==> config.mk <==
export PLATFORM = sky130hd
export DESIGN_NAME = flash_prog_seq
export DESIGN_NICKNAME = d
export VERILOG_FILES = /design/src/rtl/fps_pkg.sv /design/src/rtl/fps_chunk_calc.sv /design/src/rtl/fps_poll_ctl.sv /design/src/rtl/flash_prog_seq.sv
export SDC_FILE = /design/constraint.sdc
export NUM_CORES = 1
export LEC_CHECK = 0
export BUFFER_PORTS_ARGS = -buffer_cell sky130_fd_sc_hd__buf_2
export CAP_MARGIN = 0
export CORE_ASPECT_RATIO = 0.6
export CORE_MARGIN = 2
export CORE_UTILIZATION = 53
export CTS_CLUSTER_SIZE = 16
export DETAILED_ROUTE_END_ITERATION = 7
export PLACE_DENSITY = 0.81
export SLEW_MARGIN = 20
export SYNTH_ARGS = -nofsm -noshare
export SYNTH_HDL_FRONTEND = slang
export SYNTH_SLANG_ARGS = --single-unit
==> constraint.sdc <==
create_clock -name clk -period 2.7 [get_ports clk]
set_clock_uncertainty 0.1 [all_clocks]
set_input_delay 0.27 -clock clk [delete_from_list [all_inputs] [get_ports clk]]
set_output_delay 0.27 -clock clk [all_outputs]
set_load 0.01 [all_outputs]
==> src/rtl/fps_pkg.sv <==
package fps_pkg;

    typedef enum logic [3:0] {
        ST_IDLE,
        ST_WREN,
        ST_SR_OP,
        ST_SR_DUM,
        ST_SR_WAIT,
        ST_GAP,
        ST_PP_OP,
        ST_PP_ADDR,
        ST_PP_DATA
    } fps_state_e;

    typedef enum logic [1:0] {
        FPS_OK       = 2'd0,
        FPS_ERR_WEL  = 2'd1,
        FPS_ERR_BUSY = 2'd2
    } fps_err_e;

    typedef struct packed {
        logic       valid;
        logic [7:0] data;
        logic       last;
    } fps_tx_t;

    localparam logic [7:0] OP_WREN = 8'h06;
    localparam logic [7:0] OP_RDSR = 8'h05;
    localparam logic [7:0] OP_PROG = 8'h02;
    localparam int SR_WIP_BIT = 0;
    localparam int SR_WEL_BIT = 1;

endpackage

==> src/rtl/fps_chunk_calc.sv <==
module fps_chunk_calc #(
    parameter int PAGE_BYTES = 256,
    parameter int LEN_W      = 16,
    localparam int PG_W      = $clog2(PAGE_BYTES)
) (
    input  logic [PG_W-1:0]  addr_lo,
    input  logic [LEN_W-1:0] remain,
    output logic [LEN_W-1:0] chunk
);
    logic [LEN_W-1:0] room;

    always_comb begin
        room  = LEN_W'(PAGE_BYTES) - LEN_W'(addr_lo);
        chunk = (remain < room) ? remain : room;
    end
endmodule

==> src/rtl/fps_poll_ctl.sv <==
module fps_poll_ctl #(
    parameter int MAX_POLLS = 10000,
    parameter int POLL_GAP  = 16,
    localparam int PW       = $clog2(MAX_POLLS + 1),
    localparam int GW       = $clog2(POLL_GAP + 2)
) (
    input  logic clk,
    input  logic rst,
    input  logic cnt_clr,
    input  logic cnt_inc,
    output logic at_limit,
    output logic gap_zero
);
    logic [PW-1:0] cnt_q;
    logic [GW-1:0] gap_q;

    always_ff @(posedge clk) begin
        if (rst) begin
            cnt_q <= '0;
            gap_q <= '0;
        end else begin
            if (cnt_clr)
                cnt_q <= '0;
            else if (cnt_inc)
                cnt_q <= cnt_q + 1'b1;
            if (cnt_inc)
                gap_q <= GW'(POLL_GAP);
            else if (gap_q != '0)
                gap_q <= gap_q - 1'b1;
        end
    end

    assign at_limit = (cnt_q == PW'(MAX_POLLS - 1));
    assign gap_zero = (gap_q == '0);
endmodule

==> src/rtl/flash_prog_seq.sv <==
module flash_prog_seq
    import fps_pkg::*;
#(
    parameter int PAGE_BYTES = 256,
    parameter int ADDR_BYTES = 3,
    parameter int LEN_W      = 16,
    parameter int MAX_POLLS  = 10000,
    parameter int POLL_GAP   = 16,
    localparam int ADDR_W    = 8 * ADDR_BYTES,
    localparam int PG_W      = $clog2(PAGE_BYTES),
    localparam int AIW       = $clog2(ADDR_BYTES + 1)
) (
    input  logic              clk,
    input  logic              rst,
    input  logic              req_valid,
    output logic              req_ready,
    input  logic [ADDR_W-1:0] req_addr,
    input  logic [LEN_W-1:0]  req_len,
    input  logic              din_valid,
    output logic              din_ready,
    input  logic [7:0]        din_data,
    output logic              eng_valid,
    input  logic              eng_ready,
    output logic [7:0]        eng_byte,
    output logic              eng_last,
    input  logic              eng_rx_valid,
    input  logic [7:0]        eng_rx_byte,
    output logic              done,
    output logic [1:0]        err_code
);
    fps_state_e       state_q;
    fps_err_e         err_q;
    logic [ADDR_W-1:0] addr_q;
    logic [LEN_W-1:0] remain_q, chunk_q, chunk_nx;
    logic [AIW-1:0]   aidx_q;
    logic             post_q, done_q;
    logic             hs, cnt_clr, cnt_inc, at_limit, gap_zero;
    logic             sr_wip, sr_wel, sr_unused;
    fps_tx_t          tx;

    assign sr_wip    = eng_rx_byte[SR_WIP_BIT];
    assign sr_wel    = eng_rx_byte[SR_WEL_BIT];
    assign sr_unused = ^eng_rx_byte[7:2];

    fps_chunk_calc #(.PAGE_BYTES(PAGE_BYTES), .LEN_W(LEN_W)) u_chunk (
        .addr_lo (addr_q[PG_W-1:0]),
        .remain  (remain_q),
        .chunk   (chunk_nx)
    );

    fps_poll_ctl #(.MAX_POLLS(MAX_POLLS), .POLL_GAP(POLL_GAP)) u_poll (
        .clk      (clk),
        .rst      (rst),
        .cnt_clr  (cnt_clr),
        .cnt_inc  (cnt_inc),
        .at_limit (at_limit),
        .gap_zero (gap_zero)
    );

    always_comb begin
        tx        = '{valid: 1'b0, data: 8'h00, last: 1'b0};
        din_ready = 1'b0;
        case (state_q)
            ST_WREN:    tx = '{valid: 1'b1, data: OP_WREN, last: 1'b1};
            ST_SR_OP:   tx = '{valid: 1'b1, data: OP_RDSR, last: 1'b0};
            ST_SR_DUM:  tx = '{valid: 1'b1, data: 8'h00,   last: 1'b1};
            ST_PP_OP:   tx = '{valid: 1'b1, data: OP_PROG, last: 1'b0};
            ST_PP_ADDR: tx = '{valid: 1'b1, data: addr_q[8*aidx_q +: 8], last: 1'b0};
            ST_PP_DATA: begin
                tx        = '{valid: din_valid, data: din_data, last: (chunk_q == LEN_W'(1))};
                din_ready = eng_ready;
            end
            default: ;
        endcase
    end

    assign eng_valid = tx.valid;
    assign eng_byte  = tx.data;
    assign eng_last  = tx.last;
    assign hs        = tx.valid && eng_ready;
    assign req_ready = (state_q == ST_IDLE);
    assign done      = done_q;
    assign err_code  = err_q;

    assign cnt_clr = hs && ((state_q == ST_WREN) ||
                            (state_q == ST_PP_DATA && chunk_q == LEN_W'(1)));
    assign cnt_inc = (state_q == ST_SR_WAIT) && eng_rx_valid && sr_wip && !at_limit;

    always_ff @(posedge clk) begin
        if (rst) begin
            state_q  <= ST_IDLE;
            err_q    <= FPS_OK;
            addr_q   <= '0;
            remain_q <= '0;
            chunk_q  <= '0;
            aidx_q   <= '0;
            post_q   <= 1'b0;
            done_q   <= 1'b0;
        end else begin
            done_q <= 1'b0;
            case (state_q)
                ST_IDLE: if (req_valid) begin
                    err_q <= FPS_OK;
                    if (req_len == '0) begin
                        done_q <= 1'b1;
                    end else begin
                        addr_q   <= req_addr;
                        remain_q <= req_len;
                        state_q  <= ST_WREN;
                    end
                end
                ST_WREN: if (hs) begin
                    post_q  <= 1'b0;
                    state_q <= ST_SR_OP;
                end
                ST_SR_OP:  if (hs) state_q <= ST_SR_DUM;
                ST_SR_DUM: if (hs) state_q <= ST_SR_WAIT;
                ST_SR_WAIT: if (eng_rx_valid) begin
                    if (sr_wip) begin
                        if (at_limit) begin
                            err_q   <= FPS_ERR_BUSY;
                            done_q  <= 1'b1;
                            state_q <= ST_IDLE;
                        end else begin
                            state_q <= ST_GAP;
                        end
                    end else if (!post_q) begin
                        if (!sr_wel) begin
                            err_q   <= FPS_ERR_WEL;
                            done_q  <= 1'b1;
                            state_q <= ST_IDLE;
                        end else begin
                            chunk_q <= chunk_nx;
                            aidx_q  <= AIW'(ADDR_BYTES - 1);
                            state_q <= ST_PP_OP;
                        end
                    end else if (remain_q == '0) begin
                        done_q  <= 1'b1;
                        state_q <= ST_IDLE;
                    end else begin
                        state_q <= ST_WREN;
                    end
                end
                ST_GAP:   if (gap_zero) state_q <= ST_SR_OP;
                ST_PP_OP: if (hs) state_q <= ST_PP_ADDR;
                ST_PP_ADDR: if (hs) begin
                    if (aidx_q == '0) state_q <= ST_PP_DATA;
                    else              aidx_q  <= aidx_q - 1'b1;
                end
                ST_PP_DATA: if (hs) begin
                    chunk_q  <= chunk_q - 1'b1;
                    remain_q <= remain_q - 1'b1;
                    addr_q   <= addr_q + 1'b1;
                    if (chunk_q == LEN_W'(1)) begin
                        post_q  <= 1'b1;
                        state_q <= ST_SR_OP;
                    end
                end
                default: state_q <= ST_IDLE;
            endcase
        end
    end
endmodule

* Yosys cells after proc, flatten, opt, wreduce, memory -nomap -nowiden
Cells that the tools add are included.
Storage, ports and cells: register bits after elaboration 85, logic and storage cells 141
Operators by class: $add $sub $neg 7, magnitude comparators 1, equality and inequality tests 29, shift operators 1, mux-type cells 64, reductions and logical operators 28
Operators by type and width (count):
- $mux W16 | 9
- $mux W24 | 3
- $pmux W16 S2 | 2
- $pmux W10 S6 | 1
- $mux W4 | 14
- $pmux W24 S2 | 1
- $pmux W4 S9 | 1
- $logic_not A16 Y1 | 2
- $sub A16 B1 Y16 const B | 2
- $ne A2 B2 Y1 const B | 15
- $add A24 B1 Y24 const B | 1
- $mux W2 | 12
- $shiftx A24 B6 Y8 | 1
- $eq A16 B1 Y1 const B | 1
- $eq A4 B3 Y1 const B | 4
- $lt A16 B16 Y1 | 1
- $add A14 B1 Y14 const B | 1
- $eq A14 B14 Y1 const B | 1
- $mux W1 | 13
- $reduce_and A12 Y1 | 1
- $reduce_and A6 Y1 | 2
- $reduce_bool A2 Y1 | 6
- $mux W5 | 2
- $sub A9 B8 Y10 const A | 1
- other kinds (20) | 33

* Logic depth before layout (Yosys ltp)
Gate-level depths: netlist of run 1.
depth after elaboration 8, mapped depth 13

* Modules after synthesis
A second synthesis of run 1 with hierarchy kept.
Second synthesis, totals: cell total of the unflattened synthesis 823, area total of the unflattened synthesis 6097.1 µm²
Modules (own cells, without submodules):
- flash_prog_seq | instances 1, cells each 652, area an instance 4693.3 µm², seq. area each 1321.3 µm²
- fps_poll_ctl | instances 1, cells each 104, area an instance 905.9 µm², seq. area each 380.4 µm²
- fps_chunk_calc | instances 1, cells each 67, area an instance 498.0 µm², seq. area each 0.0 µm²

* Worst setup path before layout of run 1
OpenSTA, ideal clock, no wires.
kind register to register, from reg addr_q[0], to reg chunk_q[5], setup time 0.079 ns, arrival time 2.842 ns, data required time 2.521 ns, setup slack -0.322 ns, stages on the path, launching flop included 13, buffers on the path 2, path through dfxtp_1 > clkbuf_1 > nor3_1 > nor3b_1 > xor2_1 > ha_1 > a211o_1 > a21oi_1 > o31ai_1 > a311o_1 > buf_6 > mux2_4 > a211oi_2
On the way: word-level cells in the longest chain between the ends 8
RTL lines:
- start, declared | RTL line flash_prog_seq.sv:33 | logic [ADDR_W-1:0] addr_q;
- start signal, assigned | RTL line flash_prog_seq.sv:107 | addr_q <= req_addr;
- start signal, assigned | RTL line flash_prog_seq.sv:153 | addr_q <= addr_q + 1'b1;
- $sub A9 B8 Y10 (*) | RTL line fps_chunk_calc.sv:13 | room = LEN_W'(PAGE_BYTES) - LEN_W'(addr_lo);
- $lt A16 B16 Y1 | RTL line fps_chunk_calc.sv:14 | chunk = (remain < room) ? remain : room;
- $mux W16 (*) | RTL line fps_chunk_calc.sv:14
- $mux W16 (*) | RTL line flash_prog_seq.sv:128 | if (!sr_wel) begin
- $mux W16 (*) | RTL line flash_prog_seq.sv:127 | end else if (!post_q) begin
- $mux W16 (*) | RTL line flash_prog_seq.sv:119 | if (sr_wip) begin
- $mux W16 (*) | RTL line flash_prog_seq.sv:118 | ST_SR_WAIT: if (eng_rx_valid) begin
- $pmux W16 S2 (*) | RTL line flash_prog_seq.sv:101 | case (state_q)
- end signal, assigned | RTL line flash_prog_seq.sv:133 | chunk_q <= chunk_nx;
- end signal, assigned | RTL line flash_prog_seq.sv:151 | chunk_q <= chunk_q - 1'b1;
- end, declared | RTL line flash_prog_seq.sv:34 | logic [LEN_W-1:0] remain_q, chunk_q, chunk_nx;
Mark *: on every way between the ends. The rest lies on a longest branch, timed or not. The select of a mux whose other input is x is not followed. A chain may end at the register's enable or synchronous reset.

* Worst setup path in the final report of run 1
from reg addr_q[0], to reg chunk_q[7]
Same word-level chain as after synthesis.

==> results of run 1 <==
==> stage by stage <==
step / setup WS [ns] / setup TNS, ns
6_report: -0.1642 / -1.214
5_1_grt: -0.2674 / -2.214
4_1_cts: -0.2294 / -1.870
3_5_place_dp: -0.2350 / -1.580
3_3_place_gp: -0.1268 / -0.7276
2_1_floorplan: -0.05992 / -0.05992
==> tightest hold or removal path: cells and delay by family <==
family / cells / cell delay (ns)
buf+inv: 1 / 0.10
compound gates: 1 / 0.08
simple gates: 1 / 0.05
==> state kept, by name (all words and copies together) (netlist names), 2 cells and up <==
signal,flops
remain_q,16
u_poll.cnt_q,14
aidx_q,2
state_q,4
u_poll.gap_q,5
chunk_q,16
err_code,2
addr_q,24
==> worst paths after layout <==
kind | endpoint | slack (ns) | cells after the start
min reg2reg | remain_q[11] | 0.40 | 2
max reg2reg | chunk_q[7] | -0.16 | 11
max | chunk_q[7] | -0.16 | 11
min | addr_q[1] | 0.1 | 3
==> report_power, final <==
part / internal, mW / leakage (nW) / switching, mW
registers: 1.45 / 0.695 / 0.243
clock network: 0.929 / 0.167 / 0.524
logic: 1.23 / 1.85 / 1.47
==> per-layer routing <==
metal	routed length (µm)	vias to the layer above
li1	-	3038
met1	8264	2965
met2	7898	340
met3	1778	21
met4	206	0
met5	0	-
==> Yosys cell counts, types with 8 or more instances <==
cell / count / area, µm²
clkbuf_1: 46 / 172.7
xnor2_1: 16 / 140.1
nor2_1: 98 / 367.9
nand3_1: 23 / 115.1
nor3_1: 27 / 135.1
nor2b_1: 9 / 56.30
inv_1: 26 / 97.59
ha_1: 17 / 212.7
dfxtp_1: 85 / 1702
mux2i_1: 14 / 140.1
a211oi_1: 18 / 135.1
a31oi_1: 9 / 56.30
nand2_1: 69 / 259.0
nor4_1: 17 / 106.4
a21oi_1: 73 / 365.4
o21ai_0: 59 / 295.3
xor2_1: 10 / 87.58
o22ai_1: 8 / 50.05
nand4_1: 14 / 87.58
buf_2: 9 / 45.04
==> placed cells by master, fill, tap and decap left out, types with 16 or more instances in the layout <==
master    instances
nand3_1          23
buf_4            51
a21oi_1          70
nor4_1           16
a211oi_1         18
nor3_1           25
o21ai_0          59
ha_1             17
inv_1            26
nor2_1           97
buf_2            70
nand2_1          69
dfxtp_1          81
==> final cells by class <==
| class | instances | area [µm²] |
|---|---|---|
| clock buffer | 12 | 246.5 |
| fill | 894 | 3566 |
| timing repair buffer | 128 | 847.1 |
| sequential | 85 | 1709 |
| inverter | 27 | 101.3 |
| multi-input combinational | 616 | 3856 |
| tap | 139 | 173.9 |
| clock inverter | 4 | 95.09 |
==> cell families (layout without fill, tap and decap cells) <==
family / Yosys count / after routing / share of synthesized area, %
multiplexers: 20 / 20 / 3.648
flip-flops: 85 / 85 / 29.35
adder cells (fa/ha/maj): 17 / 17 / 3.669
XOR/XNOR: 26 / 26 / 3.928
AO/OA/AOI/OAI: 237 / 237 / 26.12
buffers and inverters: 85 / 171 / 5.892
AND/OR/NAND/NOR: 316 / 316 / 27.39
==> timing repair <==
| item | 4_1_cts | 5_1_grt |
|---|---|---|
| setup buffers | 1 | 0 |
| setup endpoints to repair | 9 | 15 |
| pin swaps | 4 | 5 |
| resized for setup | 8 | 15 |
==> metrics.yaml, run 1 <==
crit_slowest_cell: "a311o_2"
synth_ff_type: "dfxtp_1"
numCtsBuffers: 9
slew_violations: 0
finish.utilization_pct: 66.34
start_util_pct: 54.71
timing.hold.ws_ns: 0.09857
maxSlewHeadroom_pct: 57.53
cp_max_fo: 5
place_area_um2: 6588
critPathLaunch: "addr_q[0]"
die_h_um: 85.01
synthArstFlopShare_pct: 0
setup_viol: 9
critPathArrivalTime_ns: 3.04
total_power_mw: 5.855
clockBufferDepth: 2
design_area_um2: 7029
drt-initial-drc-count: 643
leakagePower_nw: 2.707
p_per_area_nw_per_um2: 833.0
cts-htree-levels: 3
slowest_delay_ns: 0.40
io_pins: 77
dp.cells: 994
hold_viol_final: 0
core.rowCount: 29
yosysSeqAreaShare_pct: 29.35
worst_pin_slew_ns: 0.6362
firstDrtPassIters: 5
grt_pass1_wl_mm: 29.57
via_per_inst: 6.295
syn_area_um2: 5797
synthesis.nets: 865
period_needed_ns: 2.864
vias: 6364
core_um2: 10600
path_delay_family: "compound AO/OA/AOI/OAI gates"
synth_edf_count: 0
nets: 946
path_class: "reg -> reg"
rsz0062_at_grt: "yes"
stdcell_count: 1011
finalCritPeriodShare_pct: 106.1
drtAntennaViolNets: 0
cts_tree: "built"
grtUsageMet3_pct: 7.393
synth.avg_cell_area_um2: 7.375
crit_buf_inv: 2
synth_warnings: 0
status: "complete, but fails checks"
die_w_um: 139.0
grt_max_degree: 57
busiest_layer: "met2"
synthToLayoutAreaGrowth_pct: 21.26
ys_ff_latch: 85
path_clk_slew_ns: 0.06
post-dp-hpwl_mm: 12.93
clk_latency_ns: 0.35
synth_cell_types: 70
die_area_um2: 11820
use_met1_pct: 44.07
cap_violations: 0
antennaDiodeCount: 0
gp_congestion: 0.9421
drc: 0
postSynthCellCount: 786
cp-end-kind: "flip-flop"
crit_required_ns: 2.87
finalWirelength_mm: 18.15
grt_antenna_before_repair: 0
root_buffer: "clkbuf_16"
wl_per_cell_um: 17.95
io_buffer_count: 70
path_common_cell: "ha_1"
first_global_vias: 5771
startpoint_type: "flip-flop"
worstPathCellList: "inv_1 > ha_1 > xor2_2 > ha_1 > a211o_1 > a31oi_1 > o31ai_1 > a311o_2 > buf_6 > mux2_2 > a21oi_1"
ir_drop_mv: 0.4414
min_path_type: "in -> reg"
timing.rr.start: "addr_q[0]"
grt_util_met2_pct: 47.20
drive_above_1_share_pct: 20.87
fmax_ghz: 0.3491
worst_slack_ns: -0.1642
grt.total_usage_pct: 30.76
hold_buffers: 0
worstHoldStart: "req_addr[1]"
gr-total-overflow: 0
clock_sinks: 85
violations: "setup timing"
Note: power is estimated with default switching activity, not from simulation.
==> inputs of run 2 (changes only) <==
--- a/config.mk
+++ b/config.mk
@@ -7,7 +7,7 @@
 export LEC_CHECK = 0
 export BUFFER_PORTS_ARGS = -buffer_cell sky130_fd_sc_hd__buf_2
 export CAP_MARGIN = 0
-export CORE_ASPECT_RATIO = 0.6
+export CORE_ASPECT_RATIO = 1.25
 export CORE_MARGIN = 2
 export CORE_UTILIZATION = 53
 export CTS_CLUSTER_SIZE = 16
==> metrics.yaml, run 2 (synthesis gave the netlist of run 1 again) <==
numCtsBuffers: 9
leakagePower_nw: 2.712
firstDrtPassIters: 5
clockBufferDepth: 2
r2r_cells: 11
status: "complete, but fails checks"
maxSlewHeadroom_pct: 43.26
dp_slack_ns: -0.2381
wl_per_cell_um: 17.60
die_w_um: 97.54
synthToLayoutAreaGrowth_pct: 21.02
clk_latency_ns: 0.34
critPathArrivalTime_ns: 2.99
hold_viol_final: 0
grt_antenna_before_repair: 0
mostFrequentLayoutCell: "nor2_1"
drc: 0
startpoint_type: "flip-flop"
cts_tree: "built"
io_pins: 77
path_class: "reg -> reg"
final_cell_mix: "98 x nor2_1, 82 x dfxtp_1, 70 x buf_2, 69 x nand2_1, 68 x a21oi_1"
hold_buffers: 0
largestRegisters: "addr_q: 24 flops, chunk_q: 16 flops, remain_q: 16 flops"
gp_congestion: 0.9734
die_h_um: 120.9
top_register: "addr_q"
rsz0062_at_grt: "yes"
grt_pass1_wl_mm: 29.10
gr-total-overflow: 0
cp-end-kind: "flip-flop"
violations: "setup timing"
slew_violations: 0
grt.total_usage_pct: 29.93
core.rowCount: 42
place_area_um2: 6591
fmax_ghz: 0.3527
die_area_um2: 11800
via_per_inst: 6.361
core_um2: 10620
design_area_um2: 7015
nets: 956
path_clk_slew_ns: 0.06
largest_reg_flops: 24
clock_sinks: 85
ir_drop_mv: 0.5599
finalCritPeriodShare_pct: 105.0
crit_required_ns: 2.85
finalWirelength_mm: 17.83
cap_violations: 0
final.fill_count: 895
antennaDiodeCount: 0
min_path_type: "in -> reg"
p_per_area_nw_per_um2: 811.3
min_delay_path_depth: 3
drive_above_1_share_pct: 21.45
start_util_pct: 54.61
post-dp-hpwl_mm: 12.58
setup_viol: 9
drtAntennaViolNets: 0
period_needed_ns: 2.835
vias: 6444
cts-htree-levels: 3
cp_max_fo: 6
first_global_vias: 6226
worst_slack_ns: -0.1355
worst_pin_slew_ns: 0.8510
root_buffer: "clkbuf_16"
drt-initial-drc-count: 676
grt_max_degree: 63
io_buffer_count: 70
==> run 2: cell count changes in the layout (fill, tap and decap cells not counted), sizes merged <==
cell    previous run  this run
clkinv             1         2
clkbuf            12        11
buf              128       138
bufinv             3         2
==> run 2: per-layer routing <==
| layer | wire (µm) | track usage [%] | up-vias |
|---|---|---|---|
| li1 | - | - | 3053 |
| met4 | 672 | 15.63 | 0 |
| met5 | 0 | 0 | - |
| met1 | 7048 | 35.29 | 3005 |
| met2 | 8750 | 51.47 | 320 |
| met3 | 1360 | 5.876 | 66 |
==> run 2: final timing paths <==
path	to	start	slack [ns]
worst max-delay path	chunk_q[2]	addr_q[2]	-0.14
worst min-delay path	addr_q[1]	req_addr[1]	0.12
worst max register to register	chunk_q[2]	addr_q[2]	-0.14
worst min register to register	err_code[0]	err_code[0]	0.39
==> run 2: stage by stage <==
stage	setup TNS (ns)	std cells	power, mW	utilization, %	hold WS (ns)
final	-0.9756	1013	5.692	66.09	0.1199
after global routing	-2.318	1013	6.022	66.09	0.1491
after CTS	-0.8686	1011	5.582	65.77	0.1096
after detailed placement	-1.610	992	4.158	62.09	0.3755
after global placement	-0.6257	992	4.062	62.09	0.3644
after floorplan	-0.05992	786	3.361	-	0.2731
==> run 2: cell type report <==
| class | instances | area (µm²) | share of cell area, % |
|---|---|---|---|
| clock inverter | 4 | 73.82 | 1.052 |
| tap | 132 | 165.2 | 2.354 |
| inverter | 27 | 101.3 | 1.445 |
| timing repair buffer | 138 | 893.4 | 12.73 |
| clock buffer | 11 | 232.7 | 3.317 |
| sequential | 85 | 1708 | 24.34 |
| multi-input combinational | 616 | 3841 | 54.75 |
==> run 2: worst max-delay path, stage by stage (launching register included) <==
cell and delay, ns:
dfxtp_4 0.36, nor3_4 0.18, nor3b_2 0.20, xor2_1 0.24
ha_1 0.30, a211o_1 0.28, a21oi_2 0.15, o31ai_2 0.09
a311o_1 0.33, buf_6 0.16, mux2_2 0.27, o32ai_2 0.09
==> run 2: repair_timing <==
| action | in CTS | in global routing |
|---|---|---|
| setup endpoints to repair | 9 | 25 |
| buffers inserted | 4 | 2 |
| resized for setup | 13 | 6 |
| pin swaps | 5 | 3 |
==> run 2: power breakdown <==
group          leakage (nW)  internal, mW  total [mW]  switching (mW)
clock                 0.150         0.806        1.32           0.509
sequential            0.695          1.45        1.67           0.217
combinational          1.87          1.24        2.71            1.46
==> inputs of run 3 (changes only) <==
--- a/config.mk
+++ b/config.mk
@@ -13,6 +13,7 @@
 export CTS_CLUSTER_SIZE = 16
 export DETAILED_ROUTE_END_ITERATION = 7
 export PLACE_DENSITY = 0.81
+export SKIP_LAST_GASP = 1
 export SLEW_MARGIN = 20
 export SYNTH_ARGS = -nofsm -noshare
 export SYNTH_HDL_FRONTEND = slang
==> metrics.yaml, run 3 (synthesis gave the netlist of run 1 again) <==
largest_reg_flops: 24
via_per_inst: 6.376
post-dp-hpwl_mm: 12.58
synthToLayoutAreaGrowth_pct: 20.89
clockBufferDepth: 2
regToRegSetupSlack_ns: -0.15
grt.total_usage_pct: 29.90
clock_sinks: 85
core_um2: 10620
finish.utilization_pct: 66.02
startpoint_type: "flip-flop"
antennaDiodeCount: 0
grt_pass1_wl_mm: 29.07
root_buffer: "clkbuf_16"
met2_length_mm: 8.873
drtAntennaViolNets: 0
die_w_um: 97.54
design_area_um2: 7008
gp_congestion: 0.9734
mostFrequentLayoutCell: "nor2_1"
hold_viol_final: 0
drive_above_1_share_pct: 21.23
holdPathEnd: "addr_q[1]"
crit_slowest_cell: "dfxtp_4"
largestRegisters: "addr_q: 24 flops, chunk_q: 16 flops, remain_q: 16 flops"
total_power_mw: 5.687
cts_tree: "built"
core.rowCount: 42
nets: 956
min_delay_path_depth: 3
stdcell_count: 1013
die_area_um2: 11800
min_path_type: "in -> reg"
worstPathCellList: "nor3_4 > nor3b_2 > xor2_1 > ha_1 > a211o_1 > a21oi_2 > o31ai_2 > a311o_1 > buf_6 > mux2_2 > a21oi_1"
ir_drop_mv: 0.5643
die_h_um: 120.9
cp_max_fo: 6
finalWirelength_mm: 17.80
rsz0062_at_grt: "yes"
r2r_cells: 11
timing.rr.start: "addr_q[2]"
fmax_ghz: 0.3504
grt_max_degree: 63
first_global_vias: 6212
violations: "setup timing"
finalCritPeriodShare_pct: 105.7
leakagePower_nw: 2.713
start_util_pct: 54.61
io_pins: 77
regToRegEndpoint: "chunk_q[3]"
path_clk_slew_ns: 0.06
place_area_um2: 6591
setup_viol: 9
met1_length_mm: 6.912
crit_required_ns: 2.87
slowest_delay_ns: 0.36
top_layer_used: "met4"
path_delay_family: "compound AO/OA/AOI/OAI gates"
status: "complete, but fails checks"
worst_slack_ns: -0.1541
slew_violations: 0
cp-end-kind: "flip-flop"
io_buffer_count: 70
vias: 6459
worstHoldStart: "req_addr[1]"
critPathArrivalTime_ns: 3.03
final_cell_mix: "98 x nor2_1, 82 x dfxtp_1, 70 x a21oi_1, 70 x buf_2, 69 x nand2_1"
dp_slack_ns: -0.2381
crit_buf_inv: 1
period_needed_ns: 2.854
worst_pin_slew_ns: 0.8385
gr-total-overflow: 0
clk_latency_ns: 0.34
p_per_area_nw_per_um2: 811.5
final.fill_count: 895
top_register: "addr_q"
path_class: "reg -> reg"
cap_violations: 0
firstDrtPassIters: 7
drc: 0
numCtsBuffers: 9
wl_per_cell_um: 17.57
maxSlewHeadroom_pct: 44.10
drt-initial-drc-count: 757
grt_antenna_before_repair: 0
dp.cells: 992
cts-htree-levels: 3
met3WireLength_mm: 1.364
-- run 3: cell counts in the layout (fill, tap and decap cells not counted) --
Identical to the previous run, type by type.
-- run 3: repair_timing --
| item | 4_1_cts | 5_1_grt |
|---|---|---|
| pin swaps | 5 | 3 |
| setup endpoints to repair | 9 | 25 |
| setup buffers | 4 | 2 |
| resized for setup | 10 | 7 |
| hold endpoints to repair | 0 | 0 |
| hold buffers | 0 | 0 |
-- run 3: metrics by stage --
step	hold slack [ns]	setup TNS (ns)
2_1_floorplan	0.2731	-0.05992
3_3_place_gp	0.3644	-0.6257
3_5_place_dp	0.3755	-1.610
4_1_cts	0.1096	-0.8958
5_1_grt	0.1491	-2.349
6_report	0.1192	-1.085
-- run 3: worst register-to-register path, cell delays in order (launching register included) --
cell and delay (ns):
dfxtp_4 0.36, nor3_4 0.18, nor3b_2 0.20, xor2_1 0.25
ha_1 0.30, a211o_1 0.28, a21oi_2 0.15, o31ai_2 0.09
a311o_1 0.33, buf_6 0.16, mux2_2 0.26, a21oi_1 0.13
-- run 3: how the worst max path moves through the flow --
stage	from	end	slack [ns]	depth (start not counted)
finish	addr_q[2]	chunk_q[3]	-0.15	11
global route	addr_q[0]	chunk_q[3]	-0.31	11
CTS	addr_q[2]	chunk_q[2]	-0.14	11
detailed placement	addr_q[2]	chunk_q[2]	-0.24	11
global placement	addr_q[2]	chunk_q[2]	-0.12	11
floorplan	addr_q[1]	chunk_q[5]	-0.06	12
-- run 3: layout make-up --
| cell class | count | area [µm²] | area share (%) |
|---|---|---|---|
| timing repair buffer | 138 | 893.4 | 12.75 |
| multi-input combinational | 616 | 3834 | 54.70 |
| sequential | 85 | 1708 | 24.37 |
| tap | 132 | 165.2 | 2.357 |
| clock buffer | 11 | 232.7 | 3.321 |
| inverter | 27 | 101.3 | 1.446 |
| clock inverter | 4 | 73.82 | 1.053 |
-- run 3: layer usage --
metal | up-vias | global-route usage [%]
met2 | 323 | 51.47
met3 | 65 | 5.876
met1 | 3016 | 35.22
met5 | - | 0
met4 | 0 | 15.63
li1 | 3055 | -
-- run 3: power by group --
group	switching (mW)	internal, mW
logic	1.46	1.24
registers	0.217	1.45
clock network	0.512	0.807
